[src/rtl/gpio_bank_pkg.sv]
package gpio_bank_pkg;

   localparam int STYLE_NONE  = 0;
   localparam int STYLE_PIN   = 1;
   localparam int STYLE_GROUP = 2;

   localparam logic [31:0] GRP_CODE_GPIO = 32'h0000_0006;
   localparam logic [31:0] GRP_CODE_PRIM = 32'h0000_0001;

   localparam int SLICE_PINS = 16;

   typedef enum logic [2:0] {
      REG_NONE = 3'd0,
      REG_GRP  = 3'd1,
      REG_DIR  = 3'd2,
      REG_VAL  = 3'd3,
      REG_PMUX = 3'd4
   } reg_kind_e;

   function automatic int set_stride(int style);
      return (style == STYLE_PIN) ? 3 : 2;
   endfunction

   function automatic int lead_words(int style);
      return (style == STYLE_GROUP) ? 1 : 0;
   endfunction

   function automatic int slice_count(int pins);
      return (pins + SLICE_PINS - 1) / SLICE_PINS;
   endfunction

endpackage

[src/rtl/gpio_bank_decode.sv]
module gpio_bank_decode
   import gpio_bank_pkg::*;
#(
   parameter int ADDR_W    = 4,
   parameter int MUX_STYLE = STYLE_PIN,
   parameter int SLICES    = 2,
   parameter int SLICE_W   = 1
) (
   input  logic [ADDR_W-1:0]  addr,
   output reg_kind_e          kind,
   output logic [SLICE_W-1:0] slice
);
   localparam int BASE   = lead_words(MUX_STYLE);
   localparam int STRIDE = set_stride(MUX_STYLE);
   localparam int SPAN   = SLICES * STRIDE;

   always_comb begin
      int a;
      int off;
      a     = int'(addr);
      off   = a - BASE;
      kind  = REG_NONE;
      slice = '0;
      if (MUX_STYLE == STYLE_GROUP && a == 0) begin
         kind = REG_GRP;
      end else if (off >= 0 && off < SPAN) begin
         slice = SLICE_W'(off / STRIDE);
         case (off % STRIDE)
            0:       kind = REG_DIR;
            1:       kind = REG_VAL;
            default: kind = REG_PMUX;
         endcase
      end
   end
endmodule

[src/rtl/gpio_mask_reg.sv]
module gpio_mask_reg #(
   parameter int W = 16
) (
   input  logic         clk,
   input  logic         rst_n,
   input  logic         wr_en,
   input  logic [W-1:0] wmask,
   input  logic [W-1:0] wbits,
   output logic [W-1:0] q
);
   generate
      for (genvar i = 0; i < W; i++) begin : g_bit
         always_ff @(posedge clk or negedge rst_n) begin
            if (!rst_n)                 q[i] <= 1'b0;
            else if (wr_en && wmask[i]) q[i] <= wbits[i];
         end
      end
   endgenerate
endmodule

[src/rtl/gpio_sync2.sv]
module gpio_sync2 #(
   parameter int W = 8
) (
   input  logic         clk,
   input  logic         rst_n,
   input  logic [W-1:0] d,
   output logic [W-1:0] q
);
   logic [W-1:0] meta;

   always_ff @(posedge clk or negedge rst_n) begin
      if (!rst_n) begin
         meta <= '0;
         q    <= '0;
      end else begin
         meta <= d;
         q    <= meta;
      end
   end
endmodule

[src/rtl/gpio_mux_bank.sv]
module gpio_mux_bank
   import gpio_bank_pkg::*;
#(
   parameter int NUM_PINS  = 20,
   parameter int MUX_STYLE = STYLE_PIN,
   parameter int ADDR_W    = 4
) (
   input  logic                clk,
   input  logic                rst_n,
   input  logic [ADDR_W-1:0]   bus_addr,
   input  logic                bus_we,
   input  logic [31:0]         bus_wdata,
   output logic [31:0]         bus_rdata,
   input  logic [NUM_PINS-1:0] prim_out,
   input  logic [NUM_PINS-1:0] prim_oe,
   output logic [NUM_PINS-1:0] prim_in,
   output logic [NUM_PINS-1:0] pad_out,
   output logic [NUM_PINS-1:0] pad_oe,
   input  logic [NUM_PINS-1:0] pad_in
);
   localparam int SLICES    = slice_count(NUM_PINS);
   localparam int SLICE_W   = (SLICES > 1) ? $clog2(SLICES) : 1;
   localparam int SLOTS     = 2 ** SLICE_W;
   localparam int MAP_WORDS = lead_words(MUX_STYLE) + SLICES * set_stride(MUX_STYLE);

   generate
      if (NUM_PINS < 1 || NUM_PINS > 32) begin : g_bad_pins
         $error("gpio_mux_bank: NUM_PINS must be 1..32");
      end
      if (MUX_STYLE < STYLE_NONE || MUX_STYLE > STYLE_GROUP) begin : g_bad_style
         $error("gpio_mux_bank: MUX_STYLE must be 0, 1 or 2");
      end
      if (MAP_WORDS > 2 ** ADDR_W) begin : g_bad_addr
         $error("gpio_mux_bank: ADDR_W too narrow for the register map");
      end
   endgenerate

   reg_kind_e          kind;
   logic [SLICE_W-1:0] slice;
   logic [NUM_PINS-1:0] dir_all, val_all, pmux_all, pad_sync, gpio_mode;
   logic                grp_gpio;
   logic [15:0]         dir_rd  [SLOTS];
   logic [15:0]         val_rd  [SLOTS];
   logic [15:0]         pmux_rd [SLOTS];

   gpio_bank_decode #(
      .ADDR_W(ADDR_W), .MUX_STYLE(MUX_STYLE), .SLICES(SLICES), .SLICE_W(SLICE_W)
   ) u_dec (
      .addr(bus_addr), .kind(kind), .slice(slice)
   );

   gpio_sync2 #(.W(NUM_PINS)) u_sync (
      .clk(clk), .rst_n(rst_n), .d(pad_in), .q(pad_sync)
   );

   generate
      for (genvar s = 0; s < SLOTS; s++) begin : g_slice
         if (s < SLICES) begin : g_live
            localparam int LO = s * SLICE_PINS;
            localparam int W  = (NUM_PINS - LO > SLICE_PINS) ? SLICE_PINS : NUM_PINS - LO;
            logic [W-1:0] dir_q, val_q;
            logic         hit;
            assign hit = bus_we && (int'(slice) == s);

            gpio_mask_reg #(.W(W)) u_dir (
               .clk(clk), .rst_n(rst_n), .wr_en(hit && kind == REG_DIR),
               .wmask(bus_wdata[16 +: W]), .wbits(bus_wdata[0 +: W]), .q(dir_q)
            );
            gpio_mask_reg #(.W(W)) u_val (
               .clk(clk), .rst_n(rst_n), .wr_en(hit && kind == REG_VAL),
               .wmask(bus_wdata[16 +: W]), .wbits(bus_wdata[0 +: W]), .q(val_q)
            );
            assign dir_all[LO +: W] = dir_q;
            assign val_all[LO +: W] = val_q;
            assign dir_rd[s]        = 16'(dir_q);
            assign val_rd[s]        = 16'((dir_q & val_q) | (~dir_q & pad_sync[LO +: W]));

            if (MUX_STYLE == STYLE_PIN) begin : g_pmux
               logic [W-1:0] pmux_q;
               gpio_mask_reg #(.W(W)) u_pmux (
                  .clk(clk), .rst_n(rst_n), .wr_en(hit && kind == REG_PMUX),
                  .wmask(bus_wdata[16 +: W]), .wbits(bus_wdata[0 +: W]), .q(pmux_q)
               );
               assign pmux_all[LO +: W] = pmux_q;
               assign pmux_rd[s]        = 16'(pmux_q);
            end else begin : g_no_pmux
               assign pmux_all[LO +: W] = '0;
               assign pmux_rd[s]        = '0;
            end
         end else begin : g_pad
            assign dir_rd[s]  = '0;
            assign val_rd[s]  = '0;
            assign pmux_rd[s] = '0;
         end
      end

      if (MUX_STYLE == STYLE_GROUP) begin : g_grp
         always_ff @(posedge clk or negedge rst_n) begin
            if (!rst_n) grp_gpio <= 1'b0;
            else if (bus_we && kind == REG_GRP) begin
               if (bus_wdata == GRP_CODE_GPIO)      grp_gpio <= 1'b1;
               else if (bus_wdata == GRP_CODE_PRIM) grp_gpio <= 1'b0;
            end
         end
         assign gpio_mode = {NUM_PINS{grp_gpio}};
      end else if (MUX_STYLE == STYLE_PIN) begin : g_pin
         assign grp_gpio  = 1'b0;
         assign gpio_mode = pmux_all;
      end else begin : g_none
         assign grp_gpio  = 1'b0;
         assign gpio_mode = '1;
      end
   endgenerate

   always_comb begin
      case (kind)
         REG_GRP:  bus_rdata = grp_gpio ? GRP_CODE_GPIO : GRP_CODE_PRIM;
         REG_DIR:  bus_rdata = {16'h0000, dir_rd[slice]};
         REG_VAL:  bus_rdata = {16'h0000, val_rd[slice]};
         REG_PMUX: bus_rdata = {16'h0000, pmux_rd[slice]};
         default:  bus_rdata = '0;
      endcase
   end

   assign pad_out = (gpio_mode & val_all) | (~gpio_mode & prim_out);
   assign pad_oe  = (gpio_mode & dir_all) | (~gpio_mode & prim_oe);
   assign prim_in = pad_in;

endmodule

[config.mk]
export PLATFORM = sky130hd
export DESIGN_NAME = gpio_mux_bank
export DESIGN_NICKNAME = d
export VERILOG_FILES = /design/src/rtl/gpio_bank_pkg.sv /design/src/rtl/gpio_bank_decode.sv /design/src/rtl/gpio_mask_reg.sv /design/src/rtl/gpio_sync2.sv /design/src/rtl/gpio_mux_bank.sv
export SDC_FILE = /design/constraint.sdc
export NUM_CORES = 1
export LEC_CHECK = 0
export ABC_CLOCK_PERIOD_IN_PS = 8300
export BUFFER_PORTS_ARGS = -buffer_cell sky130_fd_sc_hd__clkbuf_2
export CAP_MARGIN = 40
export CORE_MARGIN = 3
export CORE_UTILIZATION = 55
export DETAILED_ROUTE_END_ITERATION = 16
export GPL_ROUTABILITY_DRIVEN = 0
export PLACE_DENSITY = 0.89
export SKIP_LAST_GASP = 1
export SYNTH_ARGS = -nofsm -noshare
export SYNTH_HDL_FRONTEND = slang
export SYNTH_SLANG_ARGS = --single-unit
[constraint.sdc]
create_clock -name clk -period 8.3 [get_ports clk]
set_input_delay 1.66 -clock clk [delete_from_list [all_inputs] [get_ports clk]]
set_output_delay 1.66 -clock clk [all_outputs]
set_load 0.05 [all_outputs]
# Word-level counts from Yosys, hierarchy flattened

Cells that the tools add are included.
W data, S select, Z words.

Flip-flop bits (word level): 100
Input port bits: 99
Output and inout bits: 92
Word-level logic and storage cells: 172

Div/mod/pow operators: 2
Magnitude comparators: 3
Eq/ne operators: 5
Multiplexer cells: 13
Bitwise operators: 17
Reduce and logical (&&, ||, !) cells: 70

Operators with widths:

| kind                   | number |
|---|---|
| $mux W16               | 9 |
| $and A20 B20 Y20       | 4 |
| $logic_and A1 B1 Y1    | 69 |
| $pmux W16 S4           | 1 |
| $or A20 B20 Y20        | 2 |
| $and A16 B16 Y16       | 2 |
| $div A5 B3 Y32 const B | 1 |
| $eq A32 B1 Y1 const B  | 1 |
| $logic_not A32 Y1      | 1 |
| $mod A5 B3 Y32 const B | 1 |
| $not A20 Y20           | 1 |
| $and A16 B4 Y16        | 1 |
| $not A16 Y16           | 1 |
| $not A4 Y16            | 1 |
| $or A16 B16 Y16        | 1 |
| $or A4 B16 Y16         | 1 |
| $eq A3 B2 Y1 const B   | 2 |
| $pmux W3 S2            | 1 |
| $and A4 B4 Y4          | 1 |
| $ge A4 B1 Y1 const B   | 1 |
| $lt A4 B3 Y1 const B   | 1 |
| $eq A3 B1 Y1 const B   | 1 |
| $eq A3 B3 Y1 const B   | 1 |
| $mux W3                | 1 |
| other kinds (4)        | 4 |

# Longest topological paths before layout

Gate-level depths: netlist of run 1.

Word-level depth: 8
Depth in mapped cells: 18
Gate-level depth less buffers: 15

# Modules after synthesis

A second synthesis of run 1 with hierarchy kept.

Cells, all modules: 487
Area total of the unflattened synthesis: 5565.3 um^2

By module, submodules not included:

| module                                               | instances | cells an instance | area each (um^2) | seq. area each (um^2) |
|---|---|---|---|---|
| gpio_mask_reg at g_slice[0].g_live.g_pmux.u_pmux ... | 3         | 50                | 700.7            | 400.4 |
| gpio_mux_bank                                        | 1         | 196               | 1471.4           | 0.0 |
| gpio_sync2                                           | 1         | 40                | 1001.0           | 1001.0 |
| gpio_mask_reg at g_slice[1].g_live.g_pmux.u_pmux ... | 3         | 12                | 175.2            | 100.1 |
| gpio_bank_decode                                     | 1         | 65                | 465.4            | 0.0 |

# Worst setup path before layout of run 1

OpenSTA, ideal clock, no wires.

Path kind: input port to output port
Start: input port bus_addr[2]
End: output port bus_rdata[0]
Arrival: 5.564 ns
Data required time: 6.640 ns
Path slack: 1.076 ns
Cell stages on the path: 16
Buffers on the path: 3
Cell sequence: buf_2 -> clkbuf_1 -> ha_1 -> a21boi_1 -> a211o_4 -> nand2_1 -> nand2_1 -> inv_1 -> ha_1 -> inv_1 -> a311o_1 -> o32ai_2 -> o221a_2 -> buf_4 -> o2111ai_1 -> a311oi_1

Longest elaborated chain between the ends: 8
Elaborated cells between the ends (all ways): 25
Classes of those cells: div: 2; order compare: 2; eq/ne: 5; mux: 13; bitwise: 1; reduce/logical: 2

Ends and longest elaborated chain:

| item                                                                   | line                 | source |
|---|---|---|
| from (decl)                                                            | gpio_mux_bank.sv:10  | `input logic [ADDR_W-1:0] bus_addr,` |
| parallel branches: the longest is 7 deep, another holds $mod A5 B3 Y32 | -                    |  |
| $pmux W16 S4 (*)                                                       | gpio_mux_bank.sv:116 | `case (kind)` |
| to (decl)                                                              | gpio_mux_bank.sv:13  | `output logic [31:0] bus_rdata,` |

Every way passes the cells marked *. The select of a mux whose other input is x is not followed.

# Final worst setup path of run 1

Start: input port bus_addr[2]
End: output port bus_rdata[14]

The elaborated chain is that of the path after synthesis.

==> results of run 1 <==
## cells by family after synthesis
| family | Yosys count |
|---|---|
| and+or+nand+nor | 136 |
| muxes | 124 |
| DFF | 100 |
| AOI/OAI and AO/OA | 90 |
| buffers and inverters | 85 |
| adders and majority gates | 4 |
| other | 1 |
| xor gates and xnor gates | 1 |
## placed cells by master, fill, tap and decap left out, drive strengths merged, types with 2 or more instances in the layout
master	count
clkbuf	184
mux2	118
dfrtp	100
nor2	41
nand2	35
o211ai	22
nand4	22
inv	22
conb	16
a31oi	16
o21ai	14
nand3	12
nor3	7
mux2i	6
buf	6
a211oi	5
and3	5
a21oi	4
nor2b	4
a22o	4
o2111ai	4
a311oi	4
ha	4
a21boi	2
or3	2
o21a	2
nor4	2
nor3b	2
## power by group
| group | internal [mW] | leakage (nW) | total [mW] | switching (mW) |
|---|---|---|---|---|
| clock network | 0.143 | 0.0874 | 0.300 | 0.157 |
| logic | 0.132 | 1.93 | 0.407 | 0.275 |
| registers | 0.526 | 1.28 | 0.565 | 0.0387 |
| total | 0.801 | 3.30 | 1.27 | 0.471 |
## how the worst min path moves through the flow
stage | startpoint | to | slack, ps | cells past startpoint
2_1_floorplan | u_sync.meta[0] | u_sync.q[0] | 330 | 0
3_3_place_gp | u_sync.meta[5] | u_sync.q[5] | 330 | 0
3_5_place_dp | u_sync.meta[7] | u_sync.q[7] | 330 | 0
4_1_cts | u_sync.meta[7] | u_sync.q[7] | 350 | 0
5_1_grt | u_sync.meta[18] | u_sync.q[18] | 360 | 0
6_report | u_sync.meta[17] | u_sync.q[17] | 350 | 0
## through the flow
stage / area (µm²) / utilization (%) / power [mW] / hold slack, ps / cells
2_1_floorplan: 5920 / - / 0.887 / 331 / 556
3_3_place_gp: 6550 / 63.2 / 0.964 / 332 / 807
3_5_place_dp: 6570 / 63.3 / 0.977 / 335 / 808
4_1_cts: 6740 / 65.0 / 1.27 / 354 / 821
5_1_grt: 6740 / 65.0 / 1.32 / 360 / 821
6_report: 6740 / 65.0 / 1.27 / 351 / 821
## layer usage
metal / part of all wire, % / track usage [%]
met4: 3.9 / 14.1
met1: 36 / 32.2
met5: 0 / 0
met2: 52 / 45.5
met3: 8.1 / 6.45
## worst max-delay path: stages
cell	delay, ps
clkbuf_2	240
inv_1	120
nor2_1	120
ha_1	340
a21boi_1	390
or3_1	220
nand2_1	150
inv_1	230
ha_1	280
inv_1	120
o211ai_1	180
nor3_4	170
o31ai_4	780
buf_4	320
o211ai_1	120
a31oi_1	220
clkbuf_2	330
## cell type report
class | instances | area, µm² | share of cell area [%]
clock buffer | 11 | 141 | 2.10
tap | 136 | 170 | 2.52
clock inverter | 2 | 37.5 | 0.557
multi-input combinational | 371 | 2890 | 42.9
timing repair buffer | 179 | 918 | 13.6
inverter | 22 | 82.6 | 1.22
sequential | 100 | 2500 | 37.1
## sequential cells by signal (all words and copies together), names as in the netlist
register / count
g_slice.g_live.g_pmux.u_pmux.q: 20
g_slice.g_live.u_dir.q: 20
g_slice.g_live.u_val.q: 20
u_sync.meta: 20
u_sync.q: 20
==> results by group, run 1 <==
Power
  • Leakage: 3.30 nW
  • Cell Pwr Density: 189 nW/µm²
  • VDD IR max: 0.131 mV

Clocking
  • Num CTS Buffers: 9
  • CTS tree: yes
  • Clock Latency Late Sink: 360 ps
  • Clock sinks: 100
  • Setup Buffers After CTS: 0
  • CTS HTree Levels: 3
  • Post_cts resized: 0
  • Clk root buf: clkbuf_8
  • Clk buf depth: 2
  • Worst-path clk slew: 90 ps
  • Hold buffer count at CTS: 0

Synth
  • Post-Synth XOR/XNOR Area: 0.149%
  • Cell count after synthesis: 541
  • Synthesized-area fraction occupied by adder cells: 0.853%
  • Synth unique cells: 60
  • Mapped Area: 5870 µm²
  • Leading post-synthesis cells by cell area: dfrtp_1 (43%), mux2_2 (18%), buf_4 (5.2%)
  • Compound-Gate Fraction of Synth Area: 11.7%
  • Mux cell area share after synthesis: 23.8%
  • Main synth FF type: dfrtp_1
  • Simple logic cell fraction of the synthesized area: 11.7%
  • Synth cell count leaders: dfrtp_1 (100), mux2_2 (93), buf_4 (41)
  • Top cell type's share of synthesized area: 42.7%
  • EDFF count, synth: 0
  • Yosys warning count: 0
  • Main combinational cell family by area after synthesis: multiplexers
  • Cell with the most instances after synthesis: dfrtp_1
  • Sequential fraction of the synthesis area: 42.7%
  • Seq cells post-synth: 100
  • Ys async rst share: 100%
  • Post-synthesis area per instance: 10.8 µm²
  • Yosys top cell by area: dfrtp_1

Timing
  • Final period utilization: 92.3%
  • Final Skew: 8.08 ps
  • Final Slew Violations: 0
  • Setup violators final: 0
  • Worst slew pin tran: 1020 ps
  • Fmax: 130 MHz
  • Relative slew slack: 31.9%
  • Final hold violations: 0
  • RSZ-0062 raised after global routing: false
  • Min cycle time layout: 7660 ps
  • Slack of the critical path: 636 ps
  • Setup TNS: 0 ps

Detailed routing
  • Starting DRC count in detailed routing: 418
  • Routed len/inst: 19.4 µm
  • Post-route DRC: 0
  • Via Count: 5,038
  • Routed WL: 15.9 mm
  • First-pass DRT Iterations: 5
  • Vias/cell: 6.14
  • Post-DRT Antenna Nets: 0

Die
  • Die X: 109 µm
  • Die height: 109 µm
  • Initial Util: 56.6%
  • Ports: 191
  • Die ar.: 11,900 µm²
  • Core ar.: 10,400 µm²
  • Core Rows: 37

Placed design
  • Post-DP HPWL: 11.7 mm
  • Pre-CTS setup slack: 767 ps
  • IO buf count: 174

GRT
  • Initial antenna violation count: 0
  • Number of global-route vias before repair: 5,035
  • Total grt overflow: 0
  • Gr usage total: 27.1%
  • First-pass GRT wire length: 25.0 mm
  • Largest net degree at the start of global routing: 63

Finish
  • Share of cells above drive strength 1: 44.1%
  • Area Overhead vs Synth: 14.9%
  • Fill cells: 824
  • # diodes: 0
  • Nets: 786

Critical path
  • Critical path required time: 6640 ps
  • WP data arrival: 6000 ps
  • Reg2Reg Depth: 1
  • Crit Path Max Fanout: 19
  • Critical path class: in2out
  • Critical Path Sink: bus_rdata[14]
  • Worst r2r src: g_slice[0].g_live.g_pmux.u_pmux.q[13]
  • Critical Path Start: bus_addr[2]
  • R2r setup slk: 7430 ps
  • Crit path launch type: input port
  • R2r endpoint: g_slice[0].g_live.g_pmux.u_pmux.q[13]
  • Critical Path Sink Type: output pin

Run
  • Total of max-cap violations: 0

Outcome
  • Run status: completed

Worst hold path
  • Path category of the worst min-delay check: reg2reg
No activity file was read; power rests on OpenSTA's default activity.
==> run 2: changes to the inputs <==
--- a/config.mk
+++ b/config.mk
@@ -12,8 +12,9 @@
 export CORE_UTILIZATION = 55
 export DETAILED_ROUTE_END_ITERATION = 16
 export GPL_ROUTABILITY_DRIVEN = 0
-export PLACE_DENSITY = 0.89
+export PLACE_DENSITY = 0.9
 export SKIP_LAST_GASP = 1
 export SYNTH_ARGS = -nofsm -noshare
 export SYNTH_HDL_FRONTEND = slang
+export SYNTH_HIERARCHICAL = 1
 export SYNTH_SLANG_ARGS = --single-unit
==> run 2 against run 1 <==
Critical path depth is 4 higher. Design area is 3.4% lower. Core utilization is 1.3 points higher. Via count is 14% lower. Synthesized area is 5.1% lower.
==> results by group, run 2 <==
Outcome
  • Run status: completed

Die
  • Core ar.: 9820 µm² (-5.3%)
  • Core Rows: 36 (-2.7%)
  • Initial Util: 56.7% (+0.10 points)
  • Die X: 107 µm (-2.5%)
  • Die height: 107 µm (-2.5%)
  • Ports: 191 (unchanged)
  • Die ar.: 11,400 µm² (-4.9%)

Finish
  • Share of cells above drive strength 1: 48.7% (+4.6 points)
  • Most common cell after layout, fill and taps aside: clkbuf_2
  • # diodes: 0 (unchanged)
  • Most frequent cells in the layout: clkbuf_2 (173), dfrtp_1 (100), nand2_1 (69)
  • Fill cells: 770 (-6.6%)
  • Area Overhead vs Synth: 17.1%
  • Nets: 745 (-5.2%)

Synth
  • Sequential fraction of the synthesis area: 45.0% (+2.3 points)
  • Yosys warning count: 6 (+6)
  • Mapped Area: 5570 µm² (-5.1%)
  • Seq cells post-synth: 100 (unchanged)
  • EDFF count, synth: 0 (unchanged)
  • Yosys top cell by area: dfrtp_1
  • Cell with the most instances after synthesis: dfrtp_1
  • Synth cell count leaders: dfrtp_1 (100), nand2_1 (69), mux2_2 (58)
  • Leading post-synthesis cells by cell area: dfrtp_1 (45%), mux2_2 (12%), mux2_4 (11%)
  • Synth unique cells: 54 (-10%)
  • Top cell type's share of synthesized area: 45.0% (+2.3 points)
  • Cell count after synthesis: 487 (-10%)
  • Post-synthesis area per instance: 11.4 µm² (+5.4%)
  • Ys async rst share: 100% (unchanged)
  • Main synth FF type: dfrtp_1

GRT
  • Largest net degree at the start of global routing: 43 (-32%)
  • Initial antenna violation count: 2 (+2)
  • First-pass GRT wire length: 21.3 mm (-15%)
  • Number of global-route vias before repair: 4,252 (-16%)
  • Gr usage total: 23.5% (-3.5 points)
  • Total grt overflow: 0 (unchanged)

Clocking
  • Hold buffer count at CTS: 0 (unchanged)
  • Worst-path clk slew: 80 ps (about the same)
  • Setup Buffers After CTS: 0 (unchanged)
  • Clk root buf: clkbuf_8
  • Clk buf depth: 2 (unchanged)
  • Clock sinks: 100 (unchanged)
  • CTS HTree Levels: 3 (unchanged)
  • CTS tree: yes
  • Post_cts resized: 0 (unchanged)
  • Clock Latency Late Sink: 350 ps (about the same)
  • Num CTS Buffers: 9 (unchanged)

Worst hold path
  • Path category of the worst min-delay check: reg2reg
  • Hold Startpoint: u_sync/meta[9]

Timing
  • Final Skew: 3.79 ps (-4.29 ps)
  • Setup violators final: 0 (unchanged)
  • Setup TNS: 0 ps (unchanged)
  • Final period utilization: 94.1% (+1.7 points)
  • Min cycle time layout: 7810 ps (+143 ps)
  • Fmax: 128 MHz (-1.8%)
  • Slack of the critical path: 493 ps (-143 ps)
  • Final Slew Violations: 0 (unchanged)
  • Final hold violations: 0 (unchanged)
  • RSZ-0062 raised after global routing: false
  • Worst slew pin tran: 646 ps (-376 ps)
  • Relative slew slack: 56.7% (+25 points)

Power
  • Final Power: 1.61 mW (+27%)
  • VDD IR max: 0.143 mV (+9.5%)
  • Cell Pwr Density: 247 nW/µm² (+31%)
  • Leakage: 3.25 nW (-1.6%)

Placed design
  • Pre-CTS setup slack: 604 ps (-164 ps)
  • Post-DP HPWL: 10.1 mm (-14%)
  • IO buf count: 174 (unchanged)

Detailed routing
  • Routed len/inst: 17.3 µm (-11%)
  • Post-DRT Antenna Nets: 0 (unchanged)
  • Post-route DRC: 0 (unchanged)
  • Starting DRC count in detailed routing: 277 (-34%)
  • Via Count: 4,318 (-14%)
  • Routed WL: 13.5 mm (-15%)
  • Vias/cell: 5.54 (-9.8%)
  • First-pass DRT Iterations: 5 (unchanged)

Critical path
  • Critical Path Sink Type: output pin
  • Critical path required time: 6640 ps (about the same)
  • Critical path class: in2out
  • WP data arrival: 6150 ps (+150 ps)
  • Critical Path Start: bus_addr[3]
  • Crit path launch type: input port
  • Worst r2r src: g_slice[1].g_live.g_pmux.u_pmux/q[0]
  • Crit Path Max Fanout: 14 (-5)

Run
  • Total of max-cap violations: 0 (unchanged)
## run 2: cell count changes after synthesis, sizes merged, moves of 17 or more
cell	before	now
mux2	118	100
o211ai	22	3
nand2	35	69
a21oi	4	30
nand4	22	5
nor2	41	18
## run 2: layout make-up
| class | instances | area (µm²) | share of cell area [%] |
|---|---|---|---|
| inverter | 19 | 71.3 | 1.09 |
| tap | 133 | 166 | 2.55 |
| sequential | 100 | 2500 | 38.4 |
| multi-input combinational | 328 | 2650 | 40.6 |
| timing repair buffer | 184 | 961 | 14.7 |
| clock buffer | 11 | 131 | 2.02 |
| clock inverter | 5 | 37.5 | 0.576 |
## run 2: routing by layer
metal	vias up	share of wire [%]	global-route usage, %	wire (µm)
met5	-	0.20	0	27
met4	4	2.5	9.04	343
met3	35	6.4	3.67	862
met2	195	49	39.8	6660
met1	2111	41	30.5	5580
li1	1973	-	-	-
## run 2: path summary, 6_finish.rpt
check                      slack (ps)                                    end  depth (start not counted)
setup / recovery                  490                          bus_rdata[12]                         21
hold / removal                    350                            u_sync/q[9]                          0
setup reg to reg                 7460   g_slice[1].g_live.g_pmux.u_pmux/q[0]                          1
hold reg to reg                   350                            u_sync/q[9]                          0
max in group asynchronous        6090                         u_sync/meta[0]                          3
min in group asynchronous        1180  g_slice[0].g_live.g_pmux.u_pmux/q[12]                          1
## run 2: power by group
| group | leakage [nW] | internal, mW | switching, mW |
|---|---|---|---|
| clock network | 0.0799 | 0.111 | 0.164 |
| registers | 1.26 | 0.557 | 0.0839 |
| logic | 1.91 | 0.247 | 0.448 |
## run 2: stage by stage
stage | hold WS [ps] | std cells | cell area, µm² | util (%)
global placement | 332 | 763 | 6330 | 64.4
global route | 359 | 780 | 6520 | 66.3
detailed placement | 336 | 764 | 6350 | 64.6
CTS | 354 | 780 | 6520 | 66.3
finish | 354 | 780 | 6520 | 66.3
floorplan | 331 | 502 | 5620 | -
## run 2: cells by family after synthesis
logic type | count (synthesis) | share of synthesized area [%]
AND/OR/NAND/NOR | 122 | 10.3
multiplexers | 117 | 26.1
flip-flops | 100 | 45.0
buffers and inverters | 74 | 9.02
AO/OA/AOI/OAI | 68 | 8.43
adder cells (fa/ha/maj) | 4 | 0.899
other | 1 | 0.0674
XOR/XNOR | 1 | 0.157
## run 2: critical path: stages
cell and delay, ps:
clkbuf_2 190, nand2b_2 260, inv_2 90, ha_1 350, a21boi_2 340, nor3_1 160
a21boi_0 330, inv_1 80, ha_1 210, inv_1 60, o31ai_1 70, nor2_1 200
or4b_4 170, o2111ai_1 190, a211oi_4 610, buf_4 320, a21oi_1 90, a311oi_1 270
a21oi_1 90, nor2_1 100, clkbuf_2 280
